$ cat src/rtl/irq_cap_pkg.sv
package irq_cap_pkg;

  // Trigger kind of one request line, as carried on trig_level.
  typedef enum logic {
    TRIG_EDGE  = 1'b0,
    TRIG_LEVEL = 1'b1
  } trig_kind_e;

  // State held for each line.
  typedef struct packed {
    logic req;   // pending request
    logic prev;  // wire level seen at the last sample
  } line_state_t;

  localparam line_state_t LINE_IDLE = '{req: 1'b0, prev: 1'b0};

endpackage

$ cat src/rtl/irq_rst_sync.sv
module irq_rst_sync #(
  parameter int STAGES = 2
) (
  input  logic clk,
  input  logic arst_n,
  output logic rst_sync_n
);

  logic [STAGES-1:0] chain_q;

  // Assertion takes effect at once; release passes through the chain.
  always_ff @(posedge clk or negedge arst_n) begin
    if (!arst_n) begin
      chain_q <= '0;
    end else begin
      chain_q <= {chain_q[STAGES-2:0], 1'b1};
    end
  end

  assign rst_sync_n = chain_q[STAGES-1];

endmodule

$ cat src/rtl/irq_ack_dec.sv
module irq_ack_dec #(
  parameter int NUM_LINES = 8,
  localparam int IDX_W = (NUM_LINES > 1) ? $clog2(NUM_LINES) : 1
) (
  input  logic                 ack_vld,
  input  logic [IDX_W-1:0]     ack_idx,
  output logic [NUM_LINES-1:0] ack_hit
);

  // One-hot decode. An index with no line behind it selects nothing.
  for (genvar g = 0; g < NUM_LINES; g++) begin : g_hit
    assign ack_hit[g] = ack_vld && (ack_idx == IDX_W'(g));
  end

endmodule

$ cat src/rtl/irq_line_cell.sv
module irq_line_cell
  import irq_cap_pkg::*;
(
  input  logic       clk,
  input  logic       rst_n,
  input  logic       init_clr,
  input  logic       raw_in,
  input  trig_kind_e kind,
  input  logic       ack_hit,
  output logic       req_out
);

  line_state_t st_q;
  line_state_t st_d;
  logic        st_en;
  logic        rise;

  always_comb begin
    rise = raw_in && !st_q.prev;
    st_d = st_q;
    if (init_clr) begin
      st_d = LINE_IDLE;
    end else if (kind == TRIG_LEVEL) begin
      st_d.req  = raw_in;
      st_d.prev = raw_in;
    end else begin
      // A new edge beats an acknowledge in the same cycle.
      st_d.req  = rise || (st_q.req && !ack_hit);
      st_d.prev = raw_in;
    end
    st_en = (st_d != st_q);
  end

  always_ff @(posedge clk or negedge rst_n) begin
    if (!rst_n) begin
      st_q <= LINE_IDLE;
    end else if (st_en) begin
      st_q <= st_d;
    end
  end

  assign req_out = st_q.req;

endmodule

$ cat src/rtl/irq_capture.sv
module irq_capture
  import irq_cap_pkg::*;
#(
  parameter int NUM_LINES = 8,
  localparam int IDX_W = (NUM_LINES > 1) ? $clog2(NUM_LINES) : 1
) (
  input  logic                 clk,
  input  logic                 rst_n,
  input  logic                 init_clr,
  input  logic [NUM_LINES-1:0] irq_raw,
  input  logic [NUM_LINES-1:0] trig_level,
  input  logic                 ack_vld,
  input  logic [IDX_W-1:0]     ack_idx,
  output logic [NUM_LINES-1:0] irq_req
);

  logic                 rst_core_n;
  logic [NUM_LINES-1:0] ack_hit;

  irq_rst_sync #(.STAGES(2)) u_rst (
    .clk        (clk),
    .arst_n     (rst_n),
    .rst_sync_n (rst_core_n)
  );

  irq_ack_dec #(.NUM_LINES(NUM_LINES)) u_dec (
    .ack_vld (ack_vld),
    .ack_idx (ack_idx),
    .ack_hit (ack_hit)
  );

  for (genvar g = 0; g < NUM_LINES; g++) begin : g_line
    irq_line_cell u_cell (
      .clk      (clk),
      .rst_n    (rst_core_n),
      .init_clr (init_clr),
      .raw_in   (irq_raw[g]),
      .kind     (trig_kind_e'(trig_level[g])),
      .ack_hit  (ack_hit[g]),
      .req_out  (irq_req[g])
    );
  end

endmodule

$ cat config.mk
export PLATFORM = sky130hd
export DESIGN_NAME = irq_capture
export DESIGN_NICKNAME = d
export VERILOG_FILES = /design/src/rtl/irq_cap_pkg.sv /design/src/rtl/irq_rst_sync.sv /design/src/rtl/irq_ack_dec.sv /design/src/rtl/irq_line_cell.sv /design/src/rtl/irq_capture.sv
export SDC_FILE = /design/constraint.sdc
export NUM_CORES = 1
export LEC_CHECK = 0
export ABC_CLOCK_PERIOD_IN_PS = 800
export BUFFER_PORTS_ARGS = -buffer_cell sky130_fd_sc_hd__buf_2
export CAP_MARGIN = 20
export CORE_MARGIN = 2
export CORE_UTILIZATION = 45
export DETAILED_ROUTE_END_ITERATION = 8
export GPL_ROUTABILITY_DRIVEN = 0
export GPL_TIMING_DRIVEN = 0
export MAX_ROUTING_LAYER = met4
export PLACE_DENSITY_LB_ADDON = 0.25
export SYNTH_ARGS = -nofsm -noshare
export SYNTH_HDL_FRONTEND = slang
export SYNTH_SLANG_ARGS = --single-unit
export TNS_END_PERCENT = 100
$ cat constraint.sdc
create_clock -name clk -period 0.8 [get_ports clk]
set_input_delay 0.04 -clock clk [delete_from_list [all_inputs] [get_ports clk]]
set_output_delay 0.04 -clock clk [all_outputs]
set_load 0.02 [all_outputs]
# Yosys cells after proc, flatten, opt, wreduce, memory -nomap -nowiden
# Index checks and enable logic that the tools add are counted.
dict set report totals {
  regBits 18
}
dict set report op_classes {
  muxes 16
  eq_ne 15
  reduce_logical 49
}
# cell count
set ops {}
lappend ops {{$mux 2} 16}
lappend ops {{$logic_and 1x1->1} 24}
lappend ops {{$logic_not 1->1} 16}
lappend ops {{$ne 2x2->1} 8}
lappend ops {{$eq 3x3->1 const B} 4}
lappend ops {{$logic_or 1x1->1} 8}
lappend ops {{$eq 3x2->1 const B} 2}
lappend ops {{$eq 3x1->1 const B} 1}
lappend ops {{$logic_not 3->1} 1}

# Logic depth before layout (Yosys ltp)
dict set report logic_depth {
  ltp_word 8
  ltp_mapped 3
  ltp_nobuf 2
}

# Cells and area by module
# Synthesis repeated with hierarchy kept, for this count alone.
dict set report hier_totals {
  cells_unflattened 59
  hier_area_um2 830.8
}
# mod cells_each seq_area_each_um2 area_each_um2 instances
set modules_own_cells {}
lappend modules_own_cells {irq_line_cell 6 50.0 85.1 8}
lappend modules_own_cells {irq_ack_dec 8 0.0 96.3 1}
lappend modules_own_cells {irq_rst_sync 3 50.0 53.8 1}

# Worst setup path after synthesis
# OpenSTA, ideal clock, no wires.
dict set report synth_path {
  path_type {in2reg}
  from {in ack_idx[2]}
  to {reg g_line[0].u_cell.st_q, in the netlist g_line[0].u_cell.req_out}
  slack_ns -0.106
  t_arrival_ns 0.784
  stages 2
  setup_time_ns 0.122
  required_time_ns 0.678
  cell_sequence {or4b_1 > a32o_1}
}
dict set report synth_via {
  elab_chain_len 8
}
# element line_no
set synth_rtl {}
lappend synth_rtl {{start, declared} irq_capture.sv:13} ;# input logic [IDX_W-1:0] ack_idx,
lappend synth_rtl {{$logic_not 3->1 (*)} irq_ack_dec.sv:12} ;# assign ack_hit[g] = ack_vld && (ack_idx == IDX_W'(g));
lappend synth_rtl {{$logic_and 1x1->1 (*)} irq_ack_dec.sv:12}
lappend synth_rtl {{$logic_not 1->1 (*)} irq_line_cell.sv:28} ;# st_d.req = rise || (st_q.req && !ack_hit);
lappend synth_rtl {{$logic_and 1x1->1 (*)} irq_line_cell.sv:28}
lappend synth_rtl {{$logic_or 1x1->1 (*)} irq_line_cell.sv:28}
lappend synth_rtl {{$mux 2 (*)} irq_line_cell.sv:23} ;# end else if (kind == TRIG_LEVEL) begin
lappend synth_rtl {{$mux 2 (*)} irq_line_cell.sv:21} ;# if (init_clr) begin
lappend synth_rtl {{$ne 2x2->1} irq_line_cell.sv:31} ;# st_en = (st_d != st_q);
lappend synth_rtl {{end signal, assigned} irq_line_cell.sv:38} ;# st_q <= st_d;
lappend synth_rtl {{end, declared} irq_line_cell.sv:13} ;# line_state_t st_q;
# Mark *: on every way between the ends. The rest lies on a longest branch, timed or not.
# A chain may end at the register's enable or synchronous reset.

# Final worst setup path
dict set report layout_path {
  from {reg g_line[4].u_cell.st_q, in the netlist g_line[4].u_cell.req_out}
  to {out irq_req[4]}
}
# element line_no
set layout_lines {}
lappend layout_lines {{start, declared} irq_line_cell.sv:13}
lappend layout_lines {{start signal, assigned} irq_line_cell.sv:38}
lappend layout_lines {{end, declared} irq_capture.sv:14} ;# output logic [NUM_LINES-1:0] irq_req
# No word-level cell between the ends.

==> impl_metrics.env <==
export IMPL_min_period_ns=0.967
export IMPL_endpoint_kind="primary output"
export IMPL_dp_slack_ns=-0.263
export IMPL_yosysSeqAreaShare_pct=55.9
export IMPL_clockRootBuffer="clkbuf_4"
export IMPL_critPathLaunch="g_line[4].u_cell.req_out$_DFFE_PN0P_"
export IMPL_clockPowerShare_pct=29.0
export IMPL_stdcell_area_sq_um=1080
export IMPL_cp_required_ns=0.76
export IMPL_portBuffers=30
export IMPL_timing_worst_setup_path_type="reg -> out"
export IMPL_pin_count=31
export IMPL_cap_violations=0
export IMPL_area_delta_synth_final_pct=34.0
export IMPL_fill_cells=157
export IMPL_drv_slew=0
export IMPL_ant_nets=0
export IMPL_rows=15
export IMPL_overflow=0
export IMPL_setup_viol_count_final=11
export IMPL_critPathLaunchType="flip-flop"
export IMPL_violations="negative setup slack"
export IMPL_hold_viol_final=0
export IMPL_clk_pin_slew_ns=0.10
export IMPL_grt_first_pass_wirelength_um=2410
export IMPL_top_usage_layer="met2"
export IMPL_vias_per_cell=4.90
export IMPL_cp_max_fo=2
export IMPL_cp_slowest_stage_delay_ns=0.41
export IMPL_numCtsBuffers=3
export IMPL_p_int_mw=1.43
export IMPL_grt_pass1_vias=555
export IMPL_grt_use_met2_pct=26.9
export IMPL_dp_final_hpwl_um=1170
export IMPL_fin_skew_ns=0.00183
export IMPL_crit_arrival_ns=0.93
export IMPL_syn_cell_area_sq_um=806
export IMPL_n_antenna_cell=0
export IMPL_seqPwrFrac_pct=53.8
export IMPL_slowest_stage="dfrtp_1"
export IMPL_vias=618
export IMPL_clk_latency_ns=0.29
export IMPL_cts_num_sinks=18
export IMPL_clock_fmax_mhz=1030
export IMPL_drive_gt1_share_pct=40.6
export IMPL_die_h_um=46.3
export IMPL_htree_levels=1
export IMPL_hold_start="irq_raw[6]"
export IMPL_antenna_found_initial=0
export IMPL_tns_ns=-0.873
export IMPL_track_usage_pct=17.3
export IMPL_nets=125
export IMPL_netSwitchingPower_mw=0.448
export IMPL_synth_edf_count=0
export IMPL_avgSynthCellArea_sq_um=11.8
export IMPL_met1_usage_pct=20.5
export IMPL_fin_crit_sh_pct=121
export IMPL_postRouteWirelength_um=1560
export IMPL_ys_warnings_count=0
export IMPL_die_x_um=46.3
export IMPL_path_cells="buf_6, buf_6"
export IMPL_syn_inst=68
export IMPL_ys_seq_elements=18
export IMPL_avgRoutedWirePerCell_um=12.4
export IMPL_firstDrtPassIters=4
export IMPL_path_common_cell="buf_6"
export IMPL_synth_most_common_cell="dfrtp_1"
export IMPL_yosysTopAreaCell="dfrtp_1"
export IMPL_synth_cell_types=12
export IMPL_p_leak_nw=0.504
export IMPL_placedInstanceArea_sq_um=987
export IMPL_initial_core_util_pct=47.2
export IMPL_hp_class="in -> reg"
export IMPL_setup_slack_ns=-0.167
export IMPL_power_density_nw_per_um2=1740
export IMPL_synth_top_area_share_pct=55.9
export IMPL_clk_path_buf_depth=2
export IMPL_timing_rr_start="g_line[7].u_cell.req_out$_DFFE_PN0P_"
export IMPL_rsz0062_at_grt="true"
export IMPL_coreArea_sq_um=1710
export IMPL_drt_iter0_drc=6
export IMPL_whs_ns=0.0107
export IMPL_synth_nets=91
export IMPL_cts_tree="yes"
export IMPL_ir_drop_mv=1.56
export IMPL_status="finished with violations"
export IMPL_combPwrFrac_pct=17.3
export IMPL_synth_area_leaders="dfrtp_1, a32o_1, buf_4"
export IMPL_grt_max_degree=17
export IMPL_async_reset_ff_share_pct=100
export IMPL_synth_main_ff_cell="dfrtp_1"
export IMPL_dieArea_sq_um=2150
export IMPL_drc=0
export IMPL_gr_usage_met3_pct=4.71
export IMPL_swShare_pct=23.9
layout make-up:
class / count / area (sq um) / area share (%)
buffer: 3 / 27.5 / 2.55
clock buffer: 4 / 36.3 / 3.36
multi-input combinational: 41 / 290 / 26.9
sequential: 18 / 452 / 41.8
tap: 25 / 31.3 / 2.90
timing repair buffer: 35 / 243 / 22.5
worst paths after layout:
kind | endpoint | slack, ns | cells past startpoint
worst max-delay path | irq_req[4] | -0.17 | 2
worst min-delay path | g_line[6].u_cell.st_q[0]$_DFFE_PN0P_ | 0.01 | 2
worst max register to register | g_line[7].u_cell.req_out$_DFFE_PN0P_ | -0.06 | 2
worst min register to register | g_line[4].u_cell.req_out$_DFFE_PN0P_ | 0.18 | 0
max in group asynchronous | g_line[7].u_cell.req_out$_DFFE_PN0P_ | 0.37 | 0
min in group asynchronous | u_rst.chain_q[1]$_DFF_PN0_ | 0.06 | 2
routing by layer:
layer	up-vias	wire length (um)	share of wire, %
met5	-	0	0
met4	0	18	1.2
met3	2	56	3.6
met2	14	771	50
met1	301	711	46
li1	301	-	-
registers in the layout, indices dropped and copies added (netlist names):
name,count
u_rst.chain_q,2
g_line.u_cell.st_q,8
g_line.u_cell.req_out,8
stage by stage:
step           power [mW]  utilization, %  cells
3_3_place_gp         1.30            57.8    123
6_report             1.88            63.2    126
5_1_grt              1.97            63.2    126
4_1_cts              1.90            62.7    125
3_5_place_dp         1.31            57.8    123
2_1_floorplan        1.18               -     68
cell usage in the layout, fill, tap and decap left out, drive strengths merged:
master	instances
nand2b	8
dlygate4sd3	2
nor2	8
dfrtp	18
buf	36
nor2b	8
conb	1
nand4b	3
nand4	1
a32o	8
nand4bb	3
clkbuf	4
or4b	1
power by group through the flow:
stage	Sequential [mW]	Clock, mW	Combinational (mW)
finish	1.01	0.544	0.324
CTS	1.01	0.570	0.320
detailed placement	1.02	0	0.289
global placement	1.02	0	0.282
global route	1.02	0.598	0.351
floorplan	1.01	0	0.174
critical path: cells and delay by family (launching register included):
kind	cells	cell delay, ns
buffers and inverters	2	0.24
flip-flops	1	0.41
kinds of logic (layout without fill, tap and decap cells):
group           Yosys count  after routing  share of synthesized area (%)
simple gates             32             32                           25.6
flops                    18             18                           55.9
buf+inv                   9             42                           8.07
compound gates            8              8                           9.94
other cells               1              1                          0.465
what timing repair did:
action                                  4_1_cts  5_1_grt
hold buffers                                  2        0
endpoints found under the hold margin         5        0
resized for setup                            18        1
endpoints found under the setup margin        8       26
pin swaps                                     0        0
setup buffers                                 2        1
Power figures use the tool's default switching activity.
